### src/rtl/pwm_rf_pkg.sv
package pwm_rf_pkg;
   localparam logic [7:0] OFS_CTRL = 8'h00;
   localparam logic [7:0] OFS_SCL  = 8'h04;
   localparam logic [7:0] OFS_PEND = 8'h08;
   localparam logic [7:0] OFS_CAP1 = 8'h0C;
   localparam logic [7:0] OFS_CAP2 = 8'h10;
   localparam logic [7:0] OFS_WAVE = 8'h14;
   localparam int         OFS_CH0  = 32;
   localparam int         CH_STRIDE = 16;

   localparam int CCTRL_W = 30;
   localparam logic [CCTRL_W-1:0] CCTRL_MASK = 30'h3FFF_FF7F;
   localparam int B_EN   = 0;
   localparam int B_POL  = 1;
   localparam int B_METH = 6;

   localparam int G_SEL_LSB  = 8;
   localparam int G_HOLD_LSB = 12;

   typedef enum logic [1:0] {
      CR_PERIOD = 2'd0,
      CR_COMP   = 2'd1,
      CR_DB     = 2'd2,
      CR_CTRL   = 2'd3
   } chan_reg_e;
endpackage

### src/rtl/pwm_rf_chan.sv
module pwm_rf_chan
   import pwm_rf_pkg::*;
#(
   parameter int CNT_W = 16
) (
   input  logic               clk,
   input  logic               rst_n,
   input  logic               hold,
   input  logic               wr_en,
   input  chan_reg_e          sel,
   input  logic [31:0]        wdata,
   output logic [31:0]        rd_data,
   output logic [CNT_W-1:0]   act_period,
   output logic [CNT_W-1:0]   act_comp,
   output logic [CNT_W-1:0]   act_db,
   output logic [CCTRL_W-1:0] ctrl_q
);
   logic [CNT_W-1:0]   sh_period, sh_comp, sh_db;
   logic [CCTRL_W-1:0] ctrl_nxt;

   // polarity and method are frozen while the channel runs
   always_comb begin
      ctrl_nxt = wdata[CCTRL_W-1:0] & CCTRL_MASK;
      if (ctrl_q[B_EN]) begin
         ctrl_nxt[B_POL]  = ctrl_q[B_POL];
         ctrl_nxt[B_METH] = ctrl_q[B_METH];
      end
   end

   always_ff @(posedge clk or negedge rst_n) begin
      if (!rst_n) begin
         sh_period <= '0;
         sh_comp   <= '0;
         sh_db     <= '0;
         ctrl_q    <= '0;
      end else if (wr_en) begin
         case (sel)
            CR_PERIOD: sh_period <= wdata[CNT_W-1:0];
            CR_COMP:   sh_comp   <= wdata[CNT_W-1:0];
            CR_DB:     sh_db     <= wdata[CNT_W-1:0];
            default:   ctrl_q    <= ctrl_nxt;
         endcase
      end
   end

   // shadow-to-active transfer, gated by the hold flag
   always_ff @(posedge clk or negedge rst_n) begin
      if (!rst_n) begin
         act_period <= '0;
         act_comp   <= '0;
         act_db     <= '0;
      end else if (!hold) begin
         act_period <= sh_period;
         act_comp   <= sh_comp;
         act_db     <= sh_db;
      end
   end

   always_comb begin
      case (sel)
         CR_PERIOD: rd_data = 32'(sh_period);
         CR_COMP:   rd_data = 32'(sh_comp);
         CR_DB:     rd_data = 32'(sh_db);
         default:   rd_data = 32'(ctrl_q);
      endcase
   end
endmodule

### src/rtl/pwm_rf_glob.sv
module pwm_rf_glob
   import pwm_rf_pkg::*;
#(
   parameter int NCH   = 4,
   parameter int NPSC  = 3,
   parameter int PSC_W = 16
) (
   input  logic                  clk,
   input  logic                  rst_n,
   input  logic                  wr_ctrl,
   input  logic                  wr_scl,
   input  logic                  wr_pend,
   input  logic                  wr_wave,
   input  logic [31:0]           wdata,
   input  logic [NCH-1:0]        irq_evt,
   output logic                  core_en,
   output logic [NCH-1:0]        hold,
   output logic [NPSC*PSC_W-1:0] psc_flat,
   output logic [NCH-1:0]        pend,
   output logic [31:0]           wave_cfg,
   output logic [31:0]           ctrl_rd,
   output logic [31:0]           scl_rd
);
   logic [2:0] sel_q;

   always_ff @(posedge clk or negedge rst_n) begin
      if (!rst_n) begin
         core_en <= 1'b0;
         sel_q   <= '0;
         hold    <= '0;
      end else if (wr_ctrl) begin
         core_en <= wdata[0];
         sel_q   <= wdata[G_SEL_LSB +: 3];
         hold    <= wdata[G_HOLD_LSB +: NCH];
      end
   end

   for (genvar p = 0; p < NPSC; p++) begin : g_psc
      logic [PSC_W-1:0] val;
      always_ff @(posedge clk or negedge rst_n) begin
         if (!rst_n)
            val <= '1;
         else if (wr_scl && sel_q == 3'(p))
            val <= wdata[PSC_W-1:0];
      end
      assign psc_flat[p*PSC_W +: PSC_W] = val;
   end

   always_comb begin
      scl_rd = '0;
      for (int p = 0; p < NPSC; p++)
         if (sel_q == 3'(p)) scl_rd = 32'(psc_flat[p*PSC_W +: PSC_W]);
   end

   // a new event wins over a clear on the same edge
   always_ff @(posedge clk or negedge rst_n) begin
      if (!rst_n)
         pend <= '0;
      else
         pend <= (pend & ~(wr_pend ? wdata[NCH-1:0] : '0)) | irq_evt;
   end

   always_ff @(posedge clk or negedge rst_n) begin
      if (!rst_n)        wave_cfg <= '0;
      else if (wr_wave)  wave_cfg <= wdata;
   end

   assign ctrl_rd = 32'(core_en) | (32'(sel_q) << G_SEL_LSB) | (32'(hold) << G_HOLD_LSB);
endmodule

### src/rtl/pwm_sync_regs.sv
module pwm_sync_regs
   import pwm_rf_pkg::*;
#(
   parameter int NCH      = 4,
   parameter int CNT_W    = 16,
   parameter int NPSC     = 3,
   parameter int PSC_W    = 16,
   parameter int DUAL_CMP = 1,
   parameter int SEP_MODE = 1,
   parameter int ADDR_W   = 8
) (
   input  logic                   clk,
   input  logic                   rst_n,
   input  logic                   psel,
   input  logic                   penable,
   input  logic                   pwrite,
   input  logic [ADDR_W-1:0]      paddr,
   input  logic [31:0]            pwdata,
   output logic [31:0]            prdata,
   input  logic [NCH-1:0]         irq_evt,
   output logic                   core_en,
   output logic [NPSC*PSC_W-1:0]  psc_val,
   output logic [NCH-1:0]         irq_pend,
   output logic [31:0]            wave_cfg,
   output logic [NCH*CNT_W-1:0]   act_period,
   output logic [NCH*CNT_W-1:0]   act_comp,
   output logic [NCH*CNT_W-1:0]   act_db,
   output logic [NCH*CCTRL_W-1:0] act_ctrl
);
   localparam int CH_END = OFS_CH0 + CH_STRIDE * NCH;
   localparam logic [31:0] CAP1_WORD = 32'(NCH - 1) | (32'(NPSC - 1) << 13)
                                     | (32'(SEP_MODE) << 25) | (32'(DUAL_CMP) << 27);

   if (NCH < 1 || NCH > 8)         begin : g_bad_nch  $error("NCH must be 1..8");     end
   if (NPSC < 1 || NPSC > 8)       begin : g_bad_npsc $error("NPSC must be 1..8");    end
   if (CNT_W < 1 || CNT_W > 32)    begin : g_bad_cnt  $error("CNT_W must be 1..32");  end
   if (PSC_W < 1 || PSC_W > 32)    begin : g_bad_psc  $error("PSC_W must be 1..32");  end
   if (ADDR_W < 8)                 begin : g_bad_addr $error("ADDR_W must be >= 8");  end
   if (SEP_MODE < 0 || SEP_MODE > 3) begin : g_bad_sep $error("SEP_MODE must be 0..3"); end
   if (DUAL_CMP < 0 || DUAL_CMP > 1) begin : g_bad_dual $error("DUAL_CMP must be 0..1"); end

   logic                wr;
   logic [ADDR_W-1:0]   wa;
   logic                in_ch;
   logic [ADDR_W-1:0]   ch_off;
   logic [ADDR_W-5:0]   ch_idx;
   chan_reg_e           csel;
   logic [NCH-1:0]      hold_w;
   logic [NCH*32-1:0]   ch_rd_flat;
   logic [31:0]         ctrl_rd, scl_rd;

   assign wr     = psel & penable & pwrite;
   assign wa     = {paddr[ADDR_W-1:2], 2'b00};
   assign in_ch  = (int'(wa) >= OFS_CH0) && (int'(wa) < CH_END);
   assign ch_off = wa - ADDR_W'(OFS_CH0);
   assign ch_idx = ch_off[ADDR_W-1:4];
   assign csel   = chan_reg_e'(paddr[3:2]);

   pwm_rf_glob #(.NCH(NCH), .NPSC(NPSC), .PSC_W(PSC_W)) u_glob (
      .clk      (clk),
      .rst_n    (rst_n),
      .wr_ctrl  (wr && !in_ch && wa == ADDR_W'(OFS_CTRL)),
      .wr_scl   (wr && !in_ch && wa == ADDR_W'(OFS_SCL)),
      .wr_pend  (wr && !in_ch && wa == ADDR_W'(OFS_PEND)),
      .wr_wave  (wr && !in_ch && wa == ADDR_W'(OFS_WAVE)),
      .wdata    (pwdata),
      .irq_evt  (irq_evt),
      .core_en  (core_en),
      .hold     (hold_w),
      .psc_flat (psc_val),
      .pend     (irq_pend),
      .wave_cfg (wave_cfg),
      .ctrl_rd  (ctrl_rd),
      .scl_rd   (scl_rd)
   );

   for (genvar i = 0; i < NCH; i++) begin : g_ch
      pwm_rf_chan #(.CNT_W(CNT_W)) u_chan (
         .clk        (clk),
         .rst_n      (rst_n),
         .hold       (hold_w[i]),
         .wr_en      (wr && in_ch && ch_idx == (ADDR_W-4)'(i)),
         .sel        (csel),
         .wdata      (pwdata),
         .rd_data    (ch_rd_flat[i*32 +: 32]),
         .act_period (act_period[i*CNT_W +: CNT_W]),
         .act_comp   (act_comp[i*CNT_W +: CNT_W]),
         .act_db     (act_db[i*CNT_W +: CNT_W]),
         .ctrl_q     (act_ctrl[i*CCTRL_W +: CCTRL_W])
      );
   end

   always_comb begin
      prdata = '0;
      if (in_ch) begin
         for (int i = 0; i < NCH; i++)
            if (ch_idx == (ADDR_W-4)'(i)) prdata = ch_rd_flat[i*32 +: 32];
      end else begin
         case (wa)
            ADDR_W'(OFS_CTRL): prdata = ctrl_rd;
            ADDR_W'(OFS_SCL):  prdata = scl_rd;
            ADDR_W'(OFS_PEND): prdata = 32'(irq_pend);
            ADDR_W'(OFS_CAP1): prdata = CAP1_WORD;
            ADDR_W'(OFS_CAP2): prdata = '0;
            ADDR_W'(OFS_WAVE): prdata = wave_cfg;
            default:           prdata = '0;
         endcase
      end
   end
endmodule

### config.mk
export PLATFORM = sky130hd
export DESIGN_NAME = pwm_sync_regs
export DESIGN_NICKNAME = d
export VERILOG_FILES = /design/src/rtl/pwm_rf_pkg.sv /design/src/rtl/pwm_rf_chan.sv /design/src/rtl/pwm_rf_glob.sv /design/src/rtl/pwm_sync_regs.sv
export SDC_FILE = /design/constraint.sdc
export NUM_CORES = 1
export LEC_CHECK = 0
export ABC_AREA = 1
export BUFFER_PORTS_ARGS = -buffer_cell sky130_fd_sc_hd__buf_2
export CORE_ASPECT_RATIO = 0.8
export CORE_MARGIN = 3
export CORE_UTILIZATION = 45
export DETAILED_ROUTE_END_ITERATION = 7
export MAX_ROUTING_LAYER = met4
export PLACE_DENSITY = 0.76
export SYNTH_ARGS = -nofsm -noshare
export SYNTH_HDL_FRONTEND = slang
export SYNTH_SLANG_ARGS = --single-unit
export TNS_END_PERCENT = 1
### constraint.sdc
create_clock -name clk -period 2.95 [get_ports clk]
set_input_delay 0.1475 -clock clk [delete_from_list [all_inputs] [get_ports clk]]
set_output_delay 0.1475 -clock clk [all_outputs]
set_load 0.005 [all_outputs]
==> results of run 1 <==
[Yosys cell counts, drive strengths merged]
cell type    n  area [sq um]
nand2      815          3080
clkbuf      95           358
nand3      119           608
o21ai      426          2130
a22oi        6          45.0
o21bai       1          7.51
or2         12          75.1
o211ai      12          90.1
dfrtp      544         13600
nor2        90           383
ha           2          25.0
mux2       179          2020
a21oi       31           155
buf         94           455
nor3         1          5.00
nand4       51           319
dfstp       48          1260
a31oi        4          25.0
clkinv       1          3.75
o22ai        1          6.26
conb         1          3.75
inv         80           300
and3         1          6.26
[critical path: cells and delay by family (launching register included)]
kind            cells  cell delay, ps
flops               1             430
compound gates      1             330
buf+inv             3             680
simple gates        4             530
[routing by layer]
metal / global-route usage, % / vias up / part of all wire [%]
li1: - / 9594 / -
met3: 7.57 / 193 / 11
met2: 46.7 / 1337 / 44
met5: - / - / 0
met4: 10.4 / 0 / 3.7
met1: 44.2 / 10700 / 41
[flip-flops by register name, summed over array words and instances, names as in the netlist]
| register | flops |
|---|---|
| g_ch.u_chan.ctrl_q | 116 |
| g_ch.u_chan.act_comp | 64 |
| g_ch.u_chan.act_db | 64 |
| g_ch.u_chan.act_period | 64 |
| g_ch.u_chan.sh_comp | 64 |
| g_ch.u_chan.sh_db | 64 |
| g_ch.u_chan.sh_period | 64 |
| u_glob.g_psc.val | 48 |
| u_glob.wave_cfg | 32 |
| u_glob.hold | 4 |
| u_glob.pend | 4 |
| u_glob.sel_q | 3 |
| u_glob.core_en | 1 |
[timing repair]
item                                   CTS  global route
hold buffers                            21             0
buffers inserted                         0             0
endpoints found under the hold margin  144             0
[where the power goes]
part	leakage [nW]	switching [mW]	internal (mW)	total (mW)
clock	1.04	3.33	4.81	8.14
combinational	6.62	0.832	0.395	1.23
sequential	8.03	0.163	8.30	8.47
[kinds of logic (layout without fill, tap and decap cells)]
| kind of cell | Yosys count | in the layout |
|---|---|---|
| other | 1 | 10 |
| and+or+nand+nor | 1089 | 1089 |
| buffers and inverters | 270 | 775 |
| AOI/OAI and AO/OA | 481 | 481 |
| adders and majority gates | 2 | 2 |
| DFF | 592 | 592 |
| muxes | 179 | 179 |
[worst min-delay path by stage]
| stage | end | start |
|---|---|---|
| final | g_ch[2].u_chan.sh_period[9] | pwdata[9] |
| after global routing | g_ch[0].u_chan.sh_period[14] | pwdata[14] |
| after CTS | g_ch[1].u_chan.sh_db[9] | pwdata[9] |
| after detailed placement | g_ch[3].u_chan.act_db[2] | rst_n |
| after global placement | g_ch[3].u_chan.sh_comp[2] | rst_n |
| after floorplan | g_ch[0].u_chan.act_comp[0] | rst_n |
[area by class of cell]
cell class | count | area [sq um] | share of cell area (%)
Clock buffer | 80 | 1690 | 5.49
Tap cell | 741 | 927 | 3.02
Timing Repair Buffer | 585 | 3460 | 11.3
Inverter | 81 | 304 | 0.990
Multi-Input combinational cell | 1755 | 9000 | 29.3
Sequential cell | 592 | 14900 | 48.5
Clock inverter | 29 | 422 | 1.37
Antenna cell | 6 | 15.0 | 0.0489
[metrics by stage]
stage                     setup slack (ps)  util, %  hold slack (ps)  cell area (sq um)
after global routing                  39.1     56.4             99.7              30700
final                                  217     56.4             79.3              30700
after detailed placement               450     52.2              271              28400
after floorplan                       1300        -             -148              25000
after global placement                 481     52.2              263              28400
after CTS                              228     56.4             56.8              30700
==> results.cfg, run 1 <==
[logic_synthesis]
synthXorXnorAreaFrac_pct = 0
ys_seq_area_share_pct = 59.6
ys_ff_latch = 592
synth_top_family_by_area = simple AND/OR/NAND/NOR gates
syn-cell-area_sq_um = 25000
synth_compound_area_share_pct = 9.86
synthAdderAreaFrac_pct = 0.100
yosys.area_share.simple_pct = 17.9
synth_cell_type_count = 32
syn_area_per_cell_sq_um = 9.55
synth_cells = 2614
yosysWarnings = 0
synth.area.mux_share_pct = 8.07

[sta]
skew_ps = 17.3
slew_headroom_pct = 30.5
hold_violations = 0
timing.final.crit_share_pct = 92.6
fin_setup_tns_ps = 0
max_freq_mhz = 366
min_period_ps = 2730
setup_viol = 0
worstMarginPinSlew_ps = 1040
drv_slew = 0
rsz0062_at_grt = no

[global_routing]
grt_pass1_wl_um = 136000
first_global_vias = 20300
grt_usage_pct = 31.9
antenna_found_initial = 6
grt_overflow = 0
grt_max_degree = 87

[job]
max_cap_violations = 0

[die]
row_count = 76
fp.dieH_um = 217
ios = 478
die_w_um = 269
die_area_sq_um = 58400
core_area_sq_um = 54400
start_util_pct = 45.9

[cells_and_area]
fin_nets = 3124
drive_above_1_share_pct = 30.1
final_common_cell = nand2_1
stdcell_count = 3869
final_cell_mix = nand2_1, dfrtp_1, buf_2
syn_to_final_growth_pct = 22.9
fillers = 4722

[place]
place_inst = 3733
io_buffers = 471
gp_congestion = 0.935
hpwl_um = 65000

[setup_path]
endpoint_kind = output pin
crit_type = reg2out
crit_arrival_ps = 2590
r2r_end = u_glob.g_psc[1].val[11]
max_stage_delay_ps = 450
reg2reg_from = u_glob.sel_q[1]
path_cells = inv_1 > nand3_1 > clkinv_1 > nand2_1 > nand3_1 > a21oi_1 > nor2_1 > buf_2
crit_top_cell = nand3_1
setup.worst_path.end = prdata[3]
critPathLaunchType = register
r2r_cells = 7
slowest_stage = clkinv_1
worstPathRequired_ps = 2800
critPathMaxFanout = 17
critPathLaunch = u_glob.sel_q[1]
r2r_slack_ps = 790

[hold_path]
whs_path_depth = 3
min_path_type = in2reg

[power]
leakagePower_nw = 15.7
vdd_ir_drop_max_uv = 427
powerDensity_nw_per_um2 = 581
p_total_mw = 17.8

[route]
vias_per_cell = 5.65
ant_nets = 0
routedWlPerCell_um = 23.8
drc_errors = 0
drtIter0Drc = 2792
wirelength_um = 91900
drt_pre_antenna_iters = 6
vias = 21900

[clock_network]
cts.reportedPaths.clkPinSlew_ps = 60
cts_tree = yes
clock_latency_ps = 620
cts.sinks = 592
htreeDepth = 2
post_cts_resized = 0
cts_buffer_depth = 3
root_buffer = clkbuf_16
numCtsBuffers = 58

[status]
outcome = completed
(Power assumes the default switching activity.)
==> run 2, diff against run 1 <==
Settings changed: ABC_AREA 1 to not set, PLACE_DENSITY 0.76 to 0.68.
==> results.cfg, run 2 <==
[status]
outcome = completed

[clock_network]
cts_tree = yes
clock_latency_ps = 620
cts.reportedPaths.clkPinSlew_ps = 60
cts_setup_buffers = 0
htreeDepth = 2
cts_buffer_depth = 3
cts.sinks = 592
numCtsBuffers = 58
root_buffer = clkbuf_16

[cells_and_area]
regMostFlops = g_ch.u_chan.ctrl_q
fin_nets = 2296
largest_reg_flops = 116
design_area_sq_um = 31700
final_cell_mix = mux2_2, dfrtp_1, buf_2
final_util_pct = 56.5
drive_above_1_share_pct = 60.0
final_common_cell = mux2_2
syn_to_final_growth_pct = 22.4

[place]
placed_cell_area_sq_um = 29500
hpwl_um = 59900
io_buffers = 471
gp_congestion = 0.871

[route]
vias = 17500
drtIter0Drc = 1309
wirelength_um = 84100
routedWlPerCell_um = 27.6
ant_nets = 0
drt_pre_antenna_iters = 5
drc_errors = 0
vias_per_cell = 5.75

[power]
seq_power_share_pct = 48.5
vdd_ir_drop_max_uv = 431
swShare_pct = 23.4
powerDensity_nw_per_um2 = 551
combPwrFrac_pct = 7.1
leakagePower_nw = 16.6
intPower_mw = 13.4
p_clk_share_pct = 44.4
p_sw_mw = 4.09

[logic_synthesis]
synth_cells = 1750
ys_seq_area_share_pct = 57.4
synth_top_cell_area_share_pct = 52.6
synthTopCellsByCount = mux2_2, dfrtp_1, clkbuf_1, mux4_2, dfstp_2
synth-main-ff-cell = dfrtp_1
syn-cell-area_sq_um = 25900
synth_top_cells_by_area = dfrtp_1, mux2_2, dfstp_2
synth_cell_type_count = 61
synth_top_family_by_area = multiplexers
synth_edf_count = 0
synth_most_common_cell = mux2_2
synth_compound_area_share_pct = 3.82
synthAdderAreaFrac_pct = 0.0966
yosys.area_share.simple_pct = 3.86
ys_ff_latch = 592
syn_area_per_cell_sq_um = 14.8
synthXorXnorAreaFrac_pct = 0.0676
synth.area.mux_share_pct = 32.0
yosysWarnings = 0
netlist.top_cell.by_area = dfrtp_1
ys_async_sr_fraction_pct = 100

[die]
ios = 478
die_area_sq_um = 60500
die_w_um = 274
fp.dieH_um = 221
core_area_sq_um = 56100
start_util_pct = 46.2
row_count = 77

[sta]
hold_violations = 0
skew_ps = 18.0
fin_setup_tns_ps = 0
rsz0062_at_grt = no
slew_headroom_pct = 50.6
drv_slew = 0
max_freq_mhz = 352
timing.final.crit_share_pct = 96.2
min_period_ps = 2840
worstMarginPinSlew_ps = 739
setup_viol = 0

[global_routing]
grt_overflow = 0
grt_max_degree = 94
first_global_vias = 17900
grt_pass1_wl_um = 122000
grt_usage_pct = 28.2
antenna_found_initial = 2

[setup_path]
reg2reg_from = u_glob.sel_q[2]
critPathMaxFanout = 16
endpoint_kind = output pin
worstPathRequired_ps = 2800
crit_arrival_ps = 2690
crit_type = reg2out
critPathLaunch = u_glob.sel_q[2]
critPathLaunchType = register

[hold_path]
hold_start = pwdata[7]
min_path_type = in2reg

[job]
max_cap_violations = 0
-- run 2: per-stage QoR --
step	hold WS [ps]	worst slack, ps	total power [mW]	cells
floorplan	-148	58.3	9.14	1753
global placement	186	394	9.81	2914
detailed placement	196	305	9.85	2914
CTS	33.3	17.5	17.6	3040
global route	57.7	15.8	18.0	3042
finish	70.7	112	17.5	3044
-- run 2: logic make-up after synthesis --
logic type / after synthesis
other cells: 1
mux: 682
simple gates: 175
flops: 592
xor+xnor: 2
fa+ha+maj: 2
buf+inv: 164
compound gates: 132
-- run 2: path summary, 6_finish.rpt --
path                                                 end  slack [ps]  depth (start not counted)
setup / recovery                               prdata[1]         110                          6
hold / removal                    u_glob.g_psc[2].val[7]          70                          2
setup reg to reg                 u_glob.g_psc[1].val[10]         790                          5
hold reg to reg               g_ch[3].u_chan.act_comp[7]         500                          2
max in group asynchronous  g_ch[1].u_chan.act_period[12]        1850                          3
min in group asynchronous    g_ch[0].u_chan.act_comp[15]         150                          2
-- run 2: final cells by class --
cell class                      instances  area, sq um
Sequential cell                       592        14900
Clock inverter                         20          262
Tap cell                              750          938
Timing Repair Buffer                  580         3450
Clock buffer                           85         1720
Multi-Input combinational cell        997        10400
Antenna cell                            4         10.0
Inverter                               16         60.1
Fill cell                            4600        24400
-- run 2: per-layer routing --
metal	wire length (um)	global-route usage, %	up-vias
met5	0	-	-
met4	2300	7.69	0
met3	6520	7.36	120
met2	38500	42.1	617
met1	36800	38.3	9356
li1	-	-	7421
-- run 2: power groups by stage --
stage                     combinational (mW)  clock (mW)  sequential [mW]
after floorplan                        0.569           0             8.57
after global placement                  1.20           0             8.60
after detailed placement                1.23           0             8.62
after CTS                               1.26        7.88             8.47
after global routing                    1.34        8.21             8.49
final                                   1.25        7.75             8.47
-- run 2: worst max-delay path, stage by stage, from the launching register on --
cell and delay (ps):
dfrtp_2 550, buf_4 230, nor3_2 310, buf_4 240
o21ai_0 180, a32oi_1 380, buf_2 200
-- run 2: timing repair --
item / in CTS / in global routing
endpoints found under the hold margin: 129 / 0
setup endpoints to repair: 4 / 4
resized for setup: 2 / 4
hold buffers: 21 / 0
==> run 3, diff against run 2 <==
==> constraint.sdc (replaced) <==
create_clock -name clk -period 2.95 [get_ports clk]
set_input_delay 0.59 -clock clk [delete_from_list [all_inputs] [get_ports clk]]
set_output_delay 0.59 -clock clk [all_outputs]
set_load 0.005 [all_outputs]
==> results.cfg, run 3 (synthesis results as in run 2) <==
[global_routing]
grt_overflow = 0
grt_pass1_wl_um = 123000
antenna_found_initial = 4
grt_max_degree = 80
grt_usage_pct = 28.7
first_global_vias = 18300

[sta]
min_period_ps = 2980
slew_headroom_pct = 50.8
max_freq_mhz = 335
drv_slew = 0
whs_ps = 157
timing.final.crit_share_pct = 101
worstMarginPinSlew_ps = 738
skew_ps = 20.4
hold_violations = 0
setup_viol = 3
fin_ws_ps = -33.1
rsz0062_at_grt = yes

[route]
drtIter0Drc = 1229
ant_nets = 0
drt_pre_antenna_iters = 7
routedWlPerCell_um = 27.7
vias_per_cell = 5.71
wirelength_um = 86200
vias = 17800
drc_errors = 0

[setup_path]
critPathLaunchType = register
slowest_stage = a2111oi_1
path_cells = buf_12 > nor3b_1 > o32ai_1 > a2111oi_1 > a31oi_1 > buf_2
crit_arrival_ps = 2390
endpoint_kind = output pin
crit_type = reg2out
worstPathRequired_ps = 2360
critPathMaxFanout = 15
path_buf_inv = 2
max_stage_delay_ps = 580
critical-path-top-delay-family = compound AO/OA/AOI/OAI gates

[place]
hpwl_um = 62500
gp_congestion = 0.900
io_buffers = 471
place_inst = 2988

[die]
start_util_pct = 46.2
core_area_sq_um = 56100
row_count = 77
die_w_um = 274
fp.dieH_um = 221
ios = 478
die_area_sq_um = 60500

[hold_path]
min_path_type = in2reg

[cells_and_area]
fin_nets = 2366
drive_above_1_share_pct = 63.3
regMostFlops = g_ch.u_chan.ctrl_q
final_common_cell = mux2_2
syn_to_final_growth_pct = 26.1
final_cell_mix = mux2_2, dfrtp_1, buf_2
largest_reg_flops = 116
stdcell_count = 3116

[power]
leakagePower_nw = 17.1
p_total_mw = 17.7
vdd_ir_drop_max_uv = 454
powerDensity_nw_per_um2 = 541

[clock_network]
htreeDepth = 2
numCtsBuffers = 58
cts_buffer_depth = 3
cts_tree = yes
clock_latency_ps = 620
cts.reportedPaths.clkPinSlew_ps = 60
cts.sinks = 592
root_buffer = clkbuf_16

[status]
violations = setup timing
outcome = complete, but fails checks

[job]
max_cap_violations = 0
[run 3: cell types whose count changed in the layout (fill, tap and decap cells not counted), moves of 3 or more]
cell           previous run  this run
mux2i_1                  35        32
mux2_4                   20        23
buf_6                     0         6
buf_12                   16        34
buf_4                    75       137
mux2i_2                   0         3
and2_1                   15        12
mux2_2                  575       572
a21oi_1                   9         6
clkbuf_8                 15        11
dlygate4sd3_1            21         1
[run 3: worst register-to-register path: stages (launching register included)]
cell	delay [ps]
dfrtp_2	500
clkbuf_4	210
or3_4	430
nor4_4	280
buf_12	230
mux2_2	360
[run 3: metrics by stage]
step | util [%] | instance area, sq um | setup slack (ps) | TNS, ps
floorplan | - | 26000 | -19.6 | -800
global placement | 53.9 | 30200 | -289 | -3000
detailed placement | 53.9 | 30200 | -205 | -1840
CTS | 57.9 | 32400 | -44.8 | -143
global route | 58.2 | 32700 | -79.6 | -527
finish | 58.2 | 32700 | -33.1 | -38.5
[run 3: power by group]
group / switching, mW / total (mW) / internal (mW) / leakage, nW
clock network: 3.19 / 7.83 / 4.64 / 0.990
registers: 0.149 / 8.47 / 8.32 / 8.03
logic: 0.798 / 1.38 / 0.582 / 8.08
total: 4.14 / 17.7 / 13.5 / 17.1
[run 3: worst paths after layout]
path                       slack [ps]                           to  depth (start not counted)                        from
min reg2reg                       490   g_ch[1].u_chan.act_comp[3]                          2  g_ch[1].u_chan.act_comp[3]
min                               160               u_glob.pend[0]                          2                  irq_evt[0]
max reg2reg                       860       u_glob.g_psc[1].val[4]                          5             u_glob.sel_q[2]
max                               -30                    prdata[3]                          6             u_glob.sel_q[1]
min in group asynchronous         510  g_ch[0].u_chan.act_comp[12]                          2                       rst_n
max in group asynchronous        1450   g_ch[3].u_chan.sh_comp[15]                          4                       rst_n
[run 3: cell type report]
type	instances	area (sq um)
repair buffers	650	4210
clock buffers	82	1670
flip-flops and latches	592	14900
well taps	750	938
clock inverters	24	340
diodes	5	12.5
fillers	4496	23400
inverters	16	60.1
multi-input cells	997	10500
[run 3: timing repair]
action	4_1_cts	5_1_grt
endpoints found under the hold margin	30	0
hold buffers	1	0
gates resized for setup	37	25
setup buffers	6	8
endpoints found under the setup margin	16	20
gates cloned	0	2
pin swaps	8	8
[run 3: routing by layer]
metal / up-vias / share of wire [%] / wire length, um / GRT usage (%)
met5: - / 0 / 0 / -
met4: 0 / 3.5 / 2980 / 9.41
met3: 139 / 7.6 / 6580 / 7.07
met2: 656 / 47 / 40300 / 43.8
met1: 9405 / 42 / 36400 / 37.9
li1: 7592 / - / - / -
